[src/rtl/rdt_pkg.sv]
package rdt_pkg;

    parameter int LANES   = 2;
    parameter int DLY_W   = 5;
    parameter int PAT_LEN = 8;
    parameter int ADDR_W  = 8;

    localparam int IDX_W  = $clog2(PAT_LEN);
    localparam int LANE_W = (LANES > 1) ? $clog2(LANES) : 1;

    typedef logic [DLY_W-1:0] dly_t;
    typedef logic [IDX_W-1:0] idx_t;

    localparam dly_t DLY_MAX = '1;

    typedef enum logic [1:0] {
        LS_IDLE = 2'd0,
        LS_OK   = 2'd1,
        LS_BUSY = 2'd2,
        LS_ERR  = 2'd3
    } lane_stat_e;

    typedef struct packed {
        logic [ADDR_W-1:0] addr;
        logic [7:0]        exp;
        logic              chk_data;
        logic              fifo_only;
    } probe_cmd_t;

    // Reference byte: a lead-in value then an arithmetic run of 0x22 steps.
    function automatic logic [7:0] pattern_byte(input idx_t idx);
        logic [7:0] k;
        if (idx == '0) return 8'hFE;
        k = 8'(idx) - 8'd1;
        return 8'(8'h11 + k * 8'h22);
    endfunction

    function automatic dly_t centre(input dly_t lo, input dly_t hi);
        dly_t span;
        span = hi - lo;
        return lo + (span >> 1);
    endfunction

endpackage

[src/rtl/rdt_probe.sv]
module rdt_probe
    import rdt_pkg::*;
#(
    parameter int PAUSE_CYC = 8
) (
    input  logic              clk,
    input  logic              rst,
    input  logic              go,
    input  probe_cmd_t        cmd,
    output logic              fin,
    output logic              good,
    output logic              fifo_rst,
    output logic              st_clr,
    output logic              rd_req,
    output logic [ADDR_W-1:0] rd_addr,
    input  logic              rd_ack,
    input  logic [7:0]        rd_data,
    input  logic              st_masked,
    input  logic              st_dummy
);
    localparam int CNT_W = $clog2(PAUSE_CYC + 1);
    localparam logic [CNT_W-1:0] CNT_LAST = CNT_W'(PAUSE_CYC - 1);

    typedef enum logic [2:0] {
        P_IDLE, P_RHI, P_RLO, P_CLR, P_REQ, P_WAIT
    } pst_e;

    pst_e             st;
    logic [CNT_W-1:0] cnt;
    probe_cmd_t       cmd_q;
    logic             fin_q;
    logic             good_q;

    always_ff @(posedge clk) begin
        if (rst) begin
            st     <= P_IDLE;
            cnt    <= '0;
            cmd_q  <= '0;
            fin_q  <= 1'b0;
            good_q <= 1'b0;
        end else begin
            fin_q <= 1'b0;
            case (st)
                P_IDLE: begin
                    if (go) begin
                        cmd_q <= cmd;
                        cnt   <= '0;
                        st    <= P_RHI;
                    end
                end
                P_RHI: begin
                    if (cnt == CNT_LAST) begin
                        cnt <= '0;
                        st  <= P_RLO;
                    end else begin
                        cnt <= cnt + 1'b1;
                    end
                end
                P_RLO: begin
                    if (cnt == CNT_LAST) begin
                        cnt <= '0;
                        if (cmd_q.fifo_only) begin
                            fin_q  <= 1'b1;
                            good_q <= 1'b1;
                            st     <= P_IDLE;
                        end else begin
                            st <= P_CLR;
                        end
                    end else begin
                        cnt <= cnt + 1'b1;
                    end
                end
                P_CLR: st <= P_REQ;
                P_REQ: st <= P_WAIT;
                P_WAIT: begin
                    if (rd_ack) begin
                        fin_q  <= 1'b1;
                        good_q <= !(st_masked || st_dummy) &&
                                  (!cmd_q.chk_data || rd_data == cmd_q.exp);
                        st     <= P_IDLE;
                    end
                end
                default: st <= P_IDLE;
            endcase
        end
    end

    assign fin      = fin_q;
    assign good     = good_q;
    assign fifo_rst = (st == P_RHI);
    assign st_clr   = (st == P_CLR);
    assign rd_req   = (st == P_REQ);
    assign rd_addr  = cmd_q.addr;

    AST_REQ_AFTER_CLR: assert property (@(posedge clk) disable iff (rst)
        rd_req |-> $past(st_clr));
    AST_ONE_STROBE: assert property (@(posedge clk) disable iff (rst)
        $onehot0({fifo_rst, st_clr, rd_req}));
    AST_CLR_AFTER_FIFO: assert property (@(posedge clk) disable iff (rst)
        $rose(st_clr) |-> !$past(fifo_rst));

endmodule

[src/rtl/rdt_ctrl.sv]
module rdt_ctrl
    import rdt_pkg::*;
(
    input  logic                         clk,
    input  logic                         rst,
    input  logic                         train_go,
    input  logic                         coarse_go,
    output logic                         pgo,
    output probe_cmd_t                   cmd,
    input  logic                         fin,
    input  logic                         good,
    output dly_t       [LANES-1:0]       dly,
    output lane_stat_e [LANES-1:0]       stat,
    output logic                         done,
    output logic                         coarse_fail
);
    typedef enum logic [3:0] {
        C_IDLE, C_LINIT, C_P1_GO, C_P1_WT, C_P2_GO, C_P2_WT,
        C_CTR_GO, C_CTR_WT, C_CO_GO, C_CO_WT
    } cst_e;

    localparam idx_t IDX_LAST = idx_t'(PAT_LEN - 1);
    localparam logic [LANE_W-1:0] LANE_LAST = LANE_W'(LANES - 1);

    cst_e                    st;
    logic [LANE_W-1:0]       lane;
    idx_t                    byte_i;
    dly_t                    win_s;
    dly_t       [LANES-1:0]  dly_q;
    lane_stat_e [LANES-1:0]  stat_q;
    logic                    done_q;
    logic                    cofail_q;

    always_ff @(posedge clk) begin
        if (rst) begin
            st       <= C_IDLE;
            lane     <= '0;
            byte_i   <= '0;
            win_s    <= '0;
            done_q   <= 1'b0;
            cofail_q <= 1'b0;
            for (int i = 0; i < LANES; i++) begin
                dly_q[i]  <= '0;
                stat_q[i] <= LS_IDLE;
            end
        end else begin
            case (st)
                C_IDLE: begin
                    if (train_go) begin
                        lane     <= '0;
                        done_q   <= 1'b0;
                        cofail_q <= 1'b0;
                        for (int i = 0; i < LANES; i++) stat_q[i] <= LS_IDLE;
                        st <= C_LINIT;
                    end else if (coarse_go) begin
                        byte_i   <= '0;
                        done_q   <= 1'b0;
                        cofail_q <= 1'b0;
                        for (int i = 0; i < LANES; i++) begin
                            dly_q[i]  <= '0;
                            stat_q[i] <= LS_BUSY;
                        end
                        st <= C_CO_GO;
                    end
                end
                C_LINIT: begin
                    dly_q[lane]  <= '0;
                    stat_q[lane] <= LS_BUSY;
                    byte_i       <= '0;
                    st           <= C_P1_GO;
                end
                C_P1_GO: st <= C_P1_WT;
                C_P1_WT: begin
                    if (fin) begin
                        if (good) begin
                            byte_i <= byte_i + 1'b1;
                            st     <= C_P1_GO;
                            if (byte_i == IDX_LAST) begin
                                win_s <= dly_q[lane];
                                st    <= C_P2_GO;
                            end
                        end else begin
                            byte_i <= '0;
                            if (dly_q[lane] == DLY_MAX) begin
                                stat_q[lane] <= LS_ERR;
                                if (lane == LANE_LAST) begin
                                    done_q <= 1'b1;
                                    st     <= C_IDLE;
                                end else begin
                                    lane <= lane + 1'b1;
                                    st   <= C_LINIT;
                                end
                            end else begin
                                dly_q[lane] <= dly_q[lane] + 1'b1;
                                st          <= C_P1_GO;
                            end
                        end
                    end
                end
                C_P2_GO: st <= C_P2_WT;
                C_P2_WT: begin
                    if (fin) begin
                        if (!good) begin
                            st <= C_CTR_GO;
                        end else if (byte_i != IDX_LAST) begin
                            byte_i <= byte_i + 1'b1;
                            st     <= C_P2_GO;
                        end else begin
                            byte_i <= '0;
                            if (dly_q[lane] == DLY_MAX) begin
                                stat_q[lane] <= LS_ERR;
                                if (lane == LANE_LAST) begin
                                    done_q <= 1'b1;
                                    st     <= C_IDLE;
                                end else begin
                                    lane <= lane + 1'b1;
                                    st   <= C_LINIT;
                                end
                            end else begin
                                dly_q[lane] <= dly_q[lane] + 1'b1;
                                st          <= C_P2_GO;
                            end
                        end
                    end
                end
                C_CTR_GO: st <= C_CTR_WT;
                C_CTR_WT: begin
                    if (fin) begin
                        dly_q[lane]  <= centre(win_s, dly_q[lane]);
                        stat_q[lane] <= LS_OK;
                        if (lane == LANE_LAST) begin
                            done_q <= 1'b1;
                            st     <= C_IDLE;
                        end else begin
                            lane <= lane + 1'b1;
                            st   <= C_LINIT;
                        end
                    end
                end
                C_CO_GO: st <= C_CO_WT;
                C_CO_WT: begin
                    if (fin) begin
                        if (good && byte_i == '0) begin
                            byte_i <= idx_t'(1);
                            st     <= C_CO_GO;
                        end else if (good) begin
                            for (int i = 0; i < LANES; i++) stat_q[i] <= LS_OK;
                            done_q <= 1'b1;
                            st     <= C_IDLE;
                        end else begin
                            byte_i <= '0;
                            st     <= C_CO_GO;
                            if (dly_q[1] != DLY_MAX) begin
                                dly_q[1] <= dly_q[1] + 1'b1;
                            end else if (dly_q[0] != DLY_MAX) begin
                                dly_q[0] <= dly_q[0] + 1'b1;
                                dly_q[1] <= '0;
                            end else begin
                                for (int i = 0; i < LANES; i++) stat_q[i] <= LS_ERR;
                                cofail_q <= 1'b1;
                                done_q   <= 1'b1;
                                st       <= C_IDLE;
                            end
                        end
                    end
                end
                default: st <= C_IDLE;
            endcase
        end
    end

    always_comb begin
        cmd           = '0;
        cmd.exp       = pattern_byte(byte_i);
        cmd.fifo_only = (st == C_CTR_GO);
        if (st == C_CO_GO) begin
            cmd.addr     = ADDR_W'(byte_i);
            cmd.chk_data = 1'b0;
        end else begin
            cmd.addr     = ADDR_W'(lane) + (ADDR_W'(byte_i) << 2);
            cmd.chk_data = 1'b1;
        end
    end

    assign pgo         = (st == C_P1_GO) || (st == C_P2_GO) ||
                         (st == C_CTR_GO) || (st == C_CO_GO);
    assign dly         = dly_q;
    assign stat        = stat_q;
    assign done        = done_q;
    assign coarse_fail = cofail_q;

    AST_WIN_ORDER: assert property (@(posedge clk) disable iff (rst)
        (st == C_CTR_GO) |-> (dly_q[lane] > win_s));

    for (genvar g = 0; g < LANES; g++) begin : g_lane_chk
        AST_ERR_AT_TOP: assert property (@(posedge clk) disable iff (rst)
            $rose(stat_q[g] == LS_ERR) |-> (dly_q[g] == DLY_MAX));
        AST_STEP_ONE: assert property (@(posedge clk) disable iff (rst)
            (!$stable(dly_q[g]) && $past(st) != C_CTR_WT) |->
            (({1'b0, dly_q[g]} == {1'b0, $past(dly_q[g])} + 1'b1) ||
             (dly_q[g] == '0)));
        AST_DONE_QUIET: assert property (@(posedge clk) disable iff (rst)
            done_q |-> (stat_q[g] != LS_BUSY));
    end

endmodule

[src/rtl/rdt_trainer_top.sv]
module rdt_trainer_top
    import rdt_pkg::*;
#(
    parameter int PAUSE_CYC = 8
) (
    input  logic                   clk,
    input  logic                   rst,
    input  logic                   train_go,
    input  logic                   coarse_go,
    output logic                   rd_req,
    output logic [ADDR_W-1:0]      rd_addr,
    input  logic                   rd_ack,
    input  logic [7:0]             rd_data,
    input  logic                   st_masked,
    input  logic                   st_dummy,
    output logic                   st_clr,
    output logic                   fifo_rst,
    output logic [LANES*DLY_W-1:0] lane_dly,
    output logic [LANES*2-1:0]     lane_stat,
    output logic [LANES-1:0]       lane_err,
    output logic                   done,
    output logic                   coarse_fail
);
    logic                    pgo;
    probe_cmd_t              cmd;
    logic                    fin;
    logic                    good;
    dly_t       [LANES-1:0]  dly;
    lane_stat_e [LANES-1:0]  stat;

    rdt_ctrl u_ctrl (
        .clk         (clk),
        .rst         (rst),
        .train_go    (train_go),
        .coarse_go   (coarse_go),
        .pgo         (pgo),
        .cmd         (cmd),
        .fin         (fin),
        .good        (good),
        .dly         (dly),
        .stat        (stat),
        .done        (done),
        .coarse_fail (coarse_fail)
    );

    rdt_probe #(.PAUSE_CYC(PAUSE_CYC)) u_probe (
        .clk       (clk),
        .rst       (rst),
        .go        (pgo),
        .cmd       (cmd),
        .fin       (fin),
        .good      (good),
        .fifo_rst  (fifo_rst),
        .st_clr    (st_clr),
        .rd_req    (rd_req),
        .rd_addr   (rd_addr),
        .rd_ack    (rd_ack),
        .rd_data   (rd_data),
        .st_masked (st_masked),
        .st_dummy  (st_dummy)
    );

    for (genvar g = 0; g < LANES; g++) begin : g_pack
        assign lane_dly[g*DLY_W +: DLY_W] = dly[g];
        assign lane_stat[g*2 +: 2]        = stat[g];
        assign lane_err[g]                = (stat[g] == LS_ERR);
    end

endmodule

[config.mk]
export PLATFORM = sky130hd
export DESIGN_NAME = rdt_trainer_top
export DESIGN_NICKNAME = d
export VERILOG_FILES = /design/src/rtl/rdt_pkg.sv /design/src/rtl/rdt_probe.sv /design/src/rtl/rdt_ctrl.sv /design/src/rtl/rdt_trainer_top.sv
export SDC_FILE = /design/constraint.sdc
export NUM_CORES = 1
export LEC_CHECK = 0
export ABC_CLOCK_PERIOD_IN_PS = 4100
export CAP_MARGIN = 20
export CORE_MARGIN = 2
export CORE_UTILIZATION = 65
export DETAILED_ROUTE_END_ITERATION = 8
export DONT_BUFFER_PORTS = 1
export GPL_TIMING_DRIVEN = 1
export HOLD_SLACK_MARGIN = 0.06
export PLACE_DENSITY = 0.86
export SLEW_MARGIN = 20
export SYNTH_ARGS = -nofsm -noshare
export SYNTH_HDL_FRONTEND = slang
export SYNTH_HIERARCHICAL = 1
export SYNTH_SLANG_ARGS = --single-unit
[constraint.sdc]
create_clock -name clk -period 4.1 [get_ports clk]
set_input_delay 0.82 -clock clk [delete_from_list [all_inputs] [get_ports clk]]
set_output_delay 0.82 -clock clk [all_outputs]
set_load 0.02 [all_outputs]
==> key figures, run 1 <==
Run status
  – Outcome: completed

Setup path
  – CP endpoint kind: register
  – Reg-to-Reg End: u_ctrl/dly[4]
  – Critical Path Slowest Stage Cell: dfxtp_1
  – Buf/Inv on CP: 2
  – Flop2flop setup slack: 0.80 ns
  – Critical path required time: 4.36 ns
  – CP Max Fanout: 16
  – Crit-path cells: mux2_2 -> inv_1 -> fa_1 -> inv_1 -> ha_1 -> fa_1 -> a21o_1 -> a21oi_1 -> xnor2_1 -> nand2_1 -> a32oi_1 -> a32o_1
  – Worst path max stage delay: 0.69 ns
  – Worst EP arrival: 3.56 ns
  – Critical Path Start Type: register
  – Cell family with most CP delay: adder cells
  – R2r worst-path depth: 12
  – Kind of critical path: reg2reg
  – R2R Path Start: u_ctrl/lane

Global route
  – Met3 Use GR: 4.946%
  – GRT overflow: 0
  – Most used routing layer: met2
  – Number of global-route vias before repair: 3422
  – GR Util All Layers: 29.22%
  – Antenna violations before repair: 0
  – Global-route wire length before repair: 16890 µm
  – Pin count of the biggest net entering global routing: 55
  – Met1 usage: 38.83%
  – M2 GR Usage: 48.73%

Clock network
  – Longest Clk Path Bufs: 2
  – Cts hold-fix bufs: 0
  – Post-CTS Setup Inserts: 0
  – CTS root buf: clkbuf_8
  – CTS Sinks: 56
  – CTS resizes: 0
  – H-tree depth: 2
  – Clk slew on worst S/H paths: 0.10 ns
  – Worst skew pair latency: 0.31 ns
  – Clock tree from TritonCTS: yes
  – TritonCTS Buffers: 5

Power and ir drop
  – Int Pwr: 1327 µW
  – VDD IR max: 0.0003764 V
  – PwrDens: 618.9 nW/µm²
  – Clock power share: 14.8%
  – Psw: 1198 µW
  – Combinational power share: 51.0%
  – Pleak: 0.001530 µW
  – Register share of total power: 34.2%
  – Switch share: 47.44%

Placed design
  – Post-DP HPWL: 7335 µm
  – Global placer's final weighted congestion: 0.9890
  – PortBufs: 0
  – Setup Slack @ Placement: 0.8686 ns

Synth
  – Yosys warnings: 6
  – Area of the mapped netlist: 4120 µm²
  – Mapped Cells: 522
  – Post-synth top flop: dfxtp_1
  – Post-synth EDFFs: 0
  – Sequential fraction of the synthesis area: 27.21%
  – Async SR Flop Fraction: 0%
  – Synth unique cells: 79
  – Synth Register Bits: 56
  – Avg Inst Size Synth: 7.893 µm²

Detailed routing
  – Final WL: 10250 µm
  – Vias: 3742
  – Detailed Routing Iterations Pass 1: 6
  – Post-DRT Antenna Nets: 0
  – Routed length per placed instance: 18.11 µm
  – DRT iter0 DRCs: 422
  – DRC viols: 0
  – Vias/cell: 6.611

Finish
  – Final #Nets: 525
  – Share of post-route cells with drive strength above 1: 8.180%
  – Antenna cells: 0
  – Most common cell after layout, fill and taps aside: nand2_1
  – Area growth, synth to finish: -0.9718%
  – Most frequent cells in the layout: nand2_1, dfxtp_1, a21oi_1

Min path
  – Worst Hold End: u_probe/cmd_q[1]
  – Hold path start: u_probe/cmd_q[1]
  – Worst Hold Depth: 2
  – Hold WC Path Type: reg2reg

Floorplanning
  – Number of I/O pins: 44
  – Die Y: 83.62 µm
  – Total core area: 6241 µm²
  – Die X: 83.62 µm
  – Initial Utilization: 66.02%
  – # rows: 29
  – Full die area: 6991 µm²

STA
  – PnR worst setup slack: 0.7956 ns
  – Final period util: 80.59%
  – Max Freq: 0.3026 GHz
  – Final Hold Viols: 0
  – Setup TNS: 0 ns
  – Final setup viols: 0
  – Clock Skews: 0.007168 ns
  – Period minus WS final: 3.304 ns
  – Slew HR: 42.06%
  – Max-slew violations: 0
  – RSZ-0062 raised after global routing: false
  – Worst slew pin tran: 0.8678 ns

Job
  – Max cap viols: 0
[power groups by stage]
stage / logic, µW / clock network, µW / registers [µW]
6_report: 1290 / 373 / 864
5_1_grt: 1400 / 403 / 887
3_5_place_dp: 1250 / 0 / 874
4_1_cts: 1260 / 386 / 861
2_1_floorplan: 1200 / 0 / 739
3_3_place_gp: 1210 / 0 / 866
[tightest hold or removal path: stages (launching register included)]
cell and delay, ns:
dfxtp_1 0.32, nand2_1 0.05, a21oi_1 0.05
[worst max-delay path by stage]
stage	start	to	slack, ns	cells past startpoint
2_1_floorplan	u_ctrl/lane	u_ctrl/dly[7]	1.01	11
3_3_place_gp	u_ctrl/lane	u_ctrl/dly[4]	0.99	12
3_5_place_dp	u_ctrl/lane	u_ctrl/dly[4]	0.87	12
4_1_cts	u_ctrl/lane	u_ctrl/dly[4]	0.85	12
5_1_grt	u_ctrl/lane	u_ctrl/dly[4]	0.56	13
6_report	u_ctrl/lane	u_ctrl/dly[4]	0.80	12
[logic make-up after synthesis]
| kind of cell | share of synthesized area [%] |
|---|---|
| buffers and inverters | 9.110 |
| xor gates and xnor gates | 5.314 |
| and+or+nand+nor | 23.38 |
| AOI/OAI and AO/OA | 25.54 |
| adders and majority gates | 7.288 |
| muxes | 2.065 |
| DFF | 27.21 |
| other | 0.09101 |
[layer usage]
metal / routed length [µm] / up-vias
met3: 908 / 25
li1: - / 1790
met4: 214 / 0
met2: 4950 / 192
met1: 4176 / 1735
met5: 0 / -
[cell usage after synthesis, drive strengths merged, types with 2 or more instances]
library cell | n | area [µm²]
o21bai | 2 | 15.01
xor2 | 12 | 105.1
and2b | 2 | 17.52
a2111oi | 4 | 60.06
nor3 | 19 | 111.4
nor2 | 35 | 131.4
o21ai | 18 | 90.09
a32oi | 2 | 17.52
a31oi | 9 | 56.30
o211ai | 2 | 15.01
nor3b | 6 | 45.04
or3 | 4 | 25.02
a311oi | 5 | 50.04
nand3b | 4 | 30.03
o22ai | 7 | 50.05
and3 | 5 | 31.28
a22oi | 5 | 51.30
nor4 | 6 | 37.54
or4 | 2 | 18.77
buf | 31 | 232.7
or2 | 3 | 18.77
mux2i | 4 | 40.04
a211oi | 14 | 122.6
a21o | 8 | 60.06
mux2 | 4 | 45.04
inv | 20 | 75.07
a32o | 4 | 40.04
fa | 2 | 40.04
clkbuf | 18 | 67.56
o32ai | 3 | 26.28
nand3 | 6 | 30.03
xnor2 | 13 | 113.9
nand2 | 71 | 269.0
ha | 20 | 250.2
nand4 | 3 | 18.77
nand2b | 13 | 88.83
and2 | 4 | 25.02
dfxtp | 56 | 1121
a21oi | 53 | 272.8
a221oi | 2 | 17.52
[state kept, by name, indices dropped and copies added (netlist names), 3 cells and up]
name and cells:
u_probe/cnt 4, u_ctrl/win_s 5, u_probe/cmd_q 10, u_ctrl/dly 10, u_ctrl/stat 4, u_ctrl/st 4
u_ctrl/byte_i 3, u_probe/st 3, u_probe/rd_addr 8
[per-stage QoR]
stage	utilization, %	hold slack (ns)	power, µW	cell area, µm²	std cells
after floorplan	-	0.4366	1942	4128	524
after global placement	63.59	0.4378	2076	3969	558
after detailed placement	63.59	0.4481	2121	3969	558
after CTS	65.38	0.4633	2503	4080	566
after global routing	65.38	0.4938	2685	4080	566
final	65.38	0.4595	2525	4080	566
[layout make-up]
type                    count  area (µm²)
multi-input cells         399        2631
fillers                   546        2161
clock buffers               6       72.57
well taps                  77       96.34
flip-flops and latches     56        1121
inverters                  20       75.07
repair buffers              6       45.04
clock inverters             2       38.79
No activity file was read; power rests on OpenSTA's default activity.
==> inputs of run 2 (changes only) <==
ABC_AREA = 1   (was unset)
ABC_CLOCK_PERIOD_IN_PS = 3280   (was 4100)
clock period = 3.28 ns   (was 4.1 ns; I/O delays follow)
==> key figures, run 2 <==
Setup path
  – Critical path required time: 3.52 ns (-0.84 ns)
  – CP endpoint kind: register
  – CP Max Fanout: 14 (-2)
  – Crit-path cells: buf_4 -> nand2_1 -> nand2_1 -> inv_1 -> fa_1 -> o21ai_0 -> a21oi_1 -> xor2_1 -> ha_1 -> a21oi_1 -> nand3_1 -> nand3_1 -> nand3_1 -> nand3_1 -> nand2_1 -> a21oi_1
  – Critical Path Start Type: register
  – Crit path top cell by count: nand3_1
  – Kind of critical path: reg2reg
  – Critical Path Slowest Stage Cell: fa_1
  – Worst EP arrival: 3.15 ns (-0.41 ns)
  – Worst path max stage delay: 0.42 ns (-0.27 ns)

Synth
  – Yosys warnings: 6 (unchanged)
  – Area of the mapped netlist: 4210 µm² (+2.2%)
  – Post-synth top flop: dfxtp_1
  – Async SR Flop Fraction: 0% (unchanged)
  – Most common cell in the netlist: nand2_1
  – Post-synth top cells: nand2_1, nor2_1, inv_1
  – Avg Inst Size Synth: 6.418 µm² (-19%)
  – Mapped Cells: 656 (+26%)
  – Synth top area share: 26.63% (-0.58 points)
  – Post-synth top area cell: dfxtp_1
  – Post-synth EDFFs: 0 (unchanged)
  – Synth unique cells: 44 (-44%)
  – Synth Register Bits: 56 (unchanged)
  – Synth area leaders: dfxtp_1, nand2_1, nor2_1
  – Sequential fraction of the synthesis area: 26.63% (-0.58 points)

Finish
  – Most common cell after layout, fill and taps aside: nand2_1
  – Share of post-route cells with drive strength above 1: 11.46% (+3.3 points)
  – Reg area: 1122 µm² (+0.11%)
  – Fill count: 566 (+3.7%)
  – Final #Nets: 682 (+30%)
  – Most frequent cells in the layout: nand2_1, nor2_1, inv_1
  – Area of the multi-input gates: 2592 µm² (-1.5%)
  – Antenna cells: 0 (unchanged)
  – Area growth, synth to finish: 1.634%
  – Util after Layout: 67.78% (+2.4 points)

Power and ir drop
  – Clock power share: 12.4% (-2.4 points)
  – Pleak: 0.002076 µW (+36%)
  – Combinational power share: 54.4% (+3.4 points)
  – VDD IR max: 0.0005241 V (+39%)
  – Switch share: 51.40% (+4.0 points)
  – Register share of total power: 33.1% (-1.1 points)
  – Int Pwr: 1600 µW (+21%)
  – PwrDens: 769.1 nW/µm² (+24%)
  – Psw: 1692 µW (+41%)

Floorplanning
  – Initial Utilization: 66.69% (+0.67 points)
  – # rows: 29 (unchanged)
  – Die X: 84.48 µm (+1.0%)
  – Die Y: 84.48 µm (+1.0%)
  – Number of I/O pins: 44 (unchanged)
  – Full die area: 7137 µm² (+2.1%)
  – Total core area: 6314 µm² (+1.2%)

Global route
  – GR Util All Layers: 31.30% (+2.1 points)
  – Antenna violations before repair: 0 (unchanged)
  – GRT overflow: 0 (unchanged)
  – Number of global-route vias before repair: 3964 (+16%)
  – Global-route wire length before repair: 18450 µm (+9.2%)
  – Pin count of the biggest net entering global routing: 26 (-53%)

Clock network
  – Clock tree from TritonCTS: yes
  – CTS root buf: clkbuf_8
  – Clk slew on worst S/H paths: 0.11 ns (about the same)
  – CTS resizes: 0 (unchanged)
  – Post-CTS Setup Inserts: 0 (unchanged)
  – CTS Sinks: 56 (unchanged)
  – H-tree depth: 2 (unchanged)
  – Worst skew pair latency: 0.31 ns (about the same)
  – Cts hold-fix bufs: 0 (unchanged)
  – Longest Clk Path Bufs: 2 (unchanged)
  – TritonCTS Buffers: 5 (unchanged)

STA
  – Worst slew pin tran: 0.6798 ns (-0.1880 ns)
  – Final period util: 88.60% (+8.0 points)
  – Final setup viols: 0 (unchanged)
  – Slew HR: 54.57% (+13 points)
  – Max Freq: 0.3441 GHz (+14%)
  – Period minus WS final: 2.906 ns (-0.3984 ns)
  – Max-slew violations: 0 (unchanged)
  – Clock Skews: 0.007705 ns (+0.0005370 ns)
  – RSZ-0062 raised after global routing: false
  – Setup TNS: 0 ns (unchanged)
  – Final Hold Viols: 0 (unchanged)

Detailed routing
  – Post-DRT Antenna Nets: 0 (unchanged)
  – DRT iter0 DRCs: 392 (-7.1%)
  – Detailed Routing Iterations Pass 1: 5 (-1)
  – DRC viols: 0 (unchanged)
  – Routed length per placed instance: 15.08 µm (-17%)
  – Vias: 4134 (+10%)
  – Final WL: 10900 µm (+6.4%)
  – Vias/cell: 5.718 (-14%)

Placed design
  – Global placer's final weighted congestion: 0.9876 (-0.14%)
  – Post-DP HPWL: 8195 µm (+12%)
  – PortBufs: 0 (unchanged)

Run status
  – Outcome: completed

Job
  – Max cap viols: 0 (unchanged)

Min path
  – Hold WC Path Type: in2reg
==> run 2: per-layer routing <==
layer / up-vias / GRT usage (%) / share of wire [%] / routed length (µm)
met3: 25 / 5.801 / 6.5 / 713
met2: 160 / 54.69 / 49 / 5355
met4: 0 / 12.70 / 2.7 / 290
met1: 1866 / 37.80 / 42 / 4544
li1: 2083 / - / - / -
met5: - / 0 / 0 / 0
==> run 2: final timing paths <==
path	slack (ns)	depth (start not counted)	start	endpoint
setup reg to reg	0.37	16	u_ctrl/lane	u_ctrl/dly[9]
hold reg to reg	0.47	2	u_probe/cmd_q[0]	u_probe/cmd_q[0]
hold / removal	0.40	1	rst	u_probe/st[1]
setup / recovery	0.37	16	u_ctrl/lane	u_ctrl/dly[9]
==> run 2: kinds of logic after synthesis <==
kind of cell             synth area share [%]
AND/OR/NAND/NOR                         35.75
AO/OA/AOI/OAI                           15.96
buffers and inverters                   11.98
flip-flops                              26.63
adder cells (fa/ha/maj)                 6.895
XOR/XNOR                                2.704
other                                 0.08907
==> run 2: cell type report <==
cell class	instances	share of cell area, %
Multi-Input combinational cell	491	60.58
Sequential cell	56	26.23
Inverter	83	7.281
Tap cell	77	2.251
Clock buffer	5	1.608
Timing Repair Buffer	8	1.404
Clock inverter	3	0.6433
==> run 2: power groups by stage <==
stage | Combinational [µW] | Clock (µW) | Sequential [µW]
4_1_cts | 1760 | 419 | 1090
2_1_floorplan | 1580 | 0 | 1010
6_report | 1790 | 410 | 1090
5_1_grt | 2010 | 438 | 1120
3_3_place_gp | 1700 | 0 | 1100
3_5_place_dp | 1750 | 0 | 1110
==> run 2: metrics by stage <==
step / total power (µW) / worst slack [ns] / instance area, µm² / cells / hold WS, ns
final: 3291 / 0.3741 / 4279 / 723 / 0.3971
after global routing: 3569 / 0.02699 / 4279 / 723 / 0.3806
after CTS: 3269 / 0.3656 / 4278 / 723 / 0.3866
after detailed placement: 2859 / 0.4080 / 4182 / 715 / 0.4607
after global placement: 2802 / 0.4618 / 4182 / 715 / 0.4589
after floorplan: 2598 / 0.5965 / 4218 / 658 / 0.4440
==> run 2: critical path, delay by kind of cell (launching register included) <==
kind | cells | cell delay [ns]
adders and majority gates | 2 | 0.76
and+or+nand+nor | 7 | 0.64
AOI/OAI and AO/OA | 4 | 0.61
DFF | 1 | 0.38
buffers and inverters | 2 | 0.28
xor gates and xnor gates | 1 | 0.17
==> inputs of run 3 (changes only) <==
CORE_ASPECT_RATIO = 0.7   (was unset)
CORE_UTILIZATION = 55   (was 65)
PLACE_DENSITY = 0.75   (was 0.86)
==> key figures, run 3 (synthesis gave the netlist of run 2 again) <==
Power and ir drop
  – PwrDens: 784.8 nW/µm² (+2.0%)
  – VDD IR max: 0.0004053 V (-23%)
  – Pleak: 0.002088 µW (+0.60%)

STA
  – Final period util: 90.27% (+1.7 points)
  – PnR worst setup slack: 0.3192 ns (-0.05490 ns)
  – RSZ-0062 raised after global routing: false
  – Max-slew violations: 0 (unchanged)
  – Max Freq: 0.3377 GHz (-1.9%)
  – Final Hold Viols: 0 (unchanged)
  – Period minus WS final: 2.961 ns (+0.05490 ns)
  – Slew HR: 55.95% (+1.4 points)
  – Setup TNS: 0 ns (unchanged)
  – Clock Skews: 0.01044 ns (+0.002739 ns)
  – Final setup viols: 0 (unchanged)
  – Worst slew pin tran: 0.6592 ns (-0.02058 ns)

Finish
  – Most frequent cells in the layout: nand2_1, nor2_1, inv_1
  – Reg area: 1121 µm² (-0.11%)
  – Share of post-route cells with drive strength above 1: 11.16% (-0.29 points)
  – Most common cell after layout, fill and taps aside: nand2_1
  – Util after Layout: 58.85% (-8.9 points)
  – Area growth, synth to finish: 2.764%
  – Antenna cells: 0 (unchanged)
  – Area of the multi-input gates: 2592 µm² (unchanged)
  – Fill count: 741 (+31%)
  – Final #Nets: 681 (-0.15%)

Floorplanning
  – Initial Utilization: 57.27% (-9.4 points)
  – Number of I/O pins: 44 (unchanged)
  – Total core area: 7352 µm² (+16%)
  – Die X: 108.6 µm (+29%)
  – Die Y: 77.20 µm (-8.6%)
  – # rows: 26 (-10%)
  – Full die area: 8382 µm² (+17%)

Placed design
  – Setup Slack @ Placement: 0.3915 ns (-0.01653 ns)
  – Global placer's final weighted congestion: 0.9660 (-2.2%)
  – PortBufs: 0 (unchanged)
  – Post-DP HPWL: 8304 µm (+1.3%)

Global route
  – Antenna violations before repair: 0 (unchanged)
  – Pin count of the biggest net entering global routing: 26 (unchanged)
  – GRT overflow: 0 (unchanged)
  – GR Util All Layers: 26.38% (-4.9 points)
  – Number of global-route vias before repair: 3597 (-9.3%)
  – Global-route wire length before repair: 17590 µm (-4.7%)

Setup path
  – Critical Path Slowest Stage Cell: dfxtp_1
  – Crit-path cells: nand2_1 -> nand2_1 -> inv_1 -> fa_1 -> o21ai_0 -> a21oi_1 -> xor2_1 -> ha_1 -> a21oi_1 -> nand3_1 -> nand3_1 -> nand3_1 -> nand3_1 -> nand2_1 -> a21oi_1
  – Kind of critical path: reg2reg
  – Buf/Inv on CP: 1 (-1)
  – CP Max Fanout: 13 (-1)
  – Worst EP arrival: 3.22 ns (+0.07 ns)
  – CP endpoint kind: register
  – Cell family with most CP delay: adder cells
  – Crit path top cell by count: nand3_1
  – Critical Path Start Type: register
  – Critical path required time: 3.54 ns (+0.02 ns)
  – Worst path max stage delay: 0.56 ns (+0.14 ns)

Detailed routing
  – Post-DRT Antenna Nets: 0 (unchanged)
  – Vias/cell: 5.592 (-2.2%)
  – Final WL: 10820 µm (-0.75%)
  – DRT iter0 DRCs: 417 (+6.4%)
  – Routed length per placed instance: 14.56 µm (-3.4%)
  – Detailed Routing Iterations Pass 1: 6 (+1)
  – Vias: 4155 (+0.51%)
  – DRC viols: 0 (unchanged)

Clock network
  – Post-CTS Setup Inserts: 0 (unchanged)
  – H-tree depth: 2 (unchanged)
  – Clk slew on worst S/H paths: 0.11 ns (about the same)
  – Cts hold-fix bufs: 0 (unchanged)
  – CTS root buf: clkbuf_8
  – CTS Sinks: 56 (unchanged)
  – Longest Clk Path Bufs: 2 (unchanged)
  – CTS resizes: 0 (unchanged)
  – Worst skew pair latency: 0.33 ns (+0.02 ns)
  – TritonCTS Buffers: 5 (unchanged)
  – Clock tree from TritonCTS: yes

Run status
  – Outcome: completed

Min path
  – Hold WC Path Type: in2reg

Job
  – Max cap viols: 0 (unchanged)
-- run 3: layer usage --
layer / vias to the layer above / track usage (%) / wire length [µm]
met5: - / 0 / 0
met4: 0 / 5.128 / 93
met3: 9 / 6.293 / 1183
met2: 202 / 35.88 / 4197
met1: 1867 / 41.45 / 5345
li1: 2077 / - / -
-- run 3: cell type report --
cell class | instances | area share [%]
multi-input cells | 491 | 59.92
flip-flops and latches | 56 | 25.91
inverters | 83 | 7.201
well taps | 98 | 2.834
clock buffers | 7 | 2.227
repair buffers | 7 | 1.215
clock inverters | 1 | 0.6940
-- run 3: power breakdown --
part / total (µW) / switching (µW) / internal [µW]
registers: 1100 / 240 / 862
clock network: 517 / 247 / 270
logic: 1780 / 1200 / 574
total: 3400 / 1690 / 1710
-- run 3: final timing paths --
| check | from | cells past startpoint | slack [ns] | end |
|---|---|---|---|---|
| worst min-delay path | rst | 1 | 0.38 | u_probe/st[1] |
| worst max-delay path | u_ctrl/lane | 15 | 0.32 | u_ctrl/dly[9] |
| worst min register to register | u_probe/cmd_q[6] | 2 | 0.48 | u_probe/cmd_q[6] |
| worst max register to register | u_ctrl/lane | 15 | 0.32 | u_ctrl/dly[9] |
-- run 3: worst register-to-register path, stage by stage (launching register included) --
cell and delay (ns):
dfxtp_1 0.56, nand2_1 0.10, nand2_1 0.19, inv_1 0.09, fa_1 0.43, o21ai_0 0.18, a21oi_1 0.11, xor2_1 0.17
ha_1 0.32, a21oi_1 0.18, nand3_1 0.11, nand3_1 0.11, nand3_1 0.08, nand3_1 0.08, nand2_1 0.05, a21oi_1 0.13
-- run 3: stage by stage --
| stage | instances | power (µW) | hold WS [ns] | area [µm²] |
|---|---|---|---|---|
| floorplan | 658 | 2598 | 0.4440 | 4218 |
| global placement | 735 | 2811 | 0.4611 | 4200 |
| detailed placement | 735 | 2850 | 0.4621 | 4200 |
| CTS | 743 | 3369 | 0.3709 | 4327 |
| global route | 743 | 3682 | 0.3685 | 4327 |
| finish | 743 | 3395 | 0.3810 | 4327 |
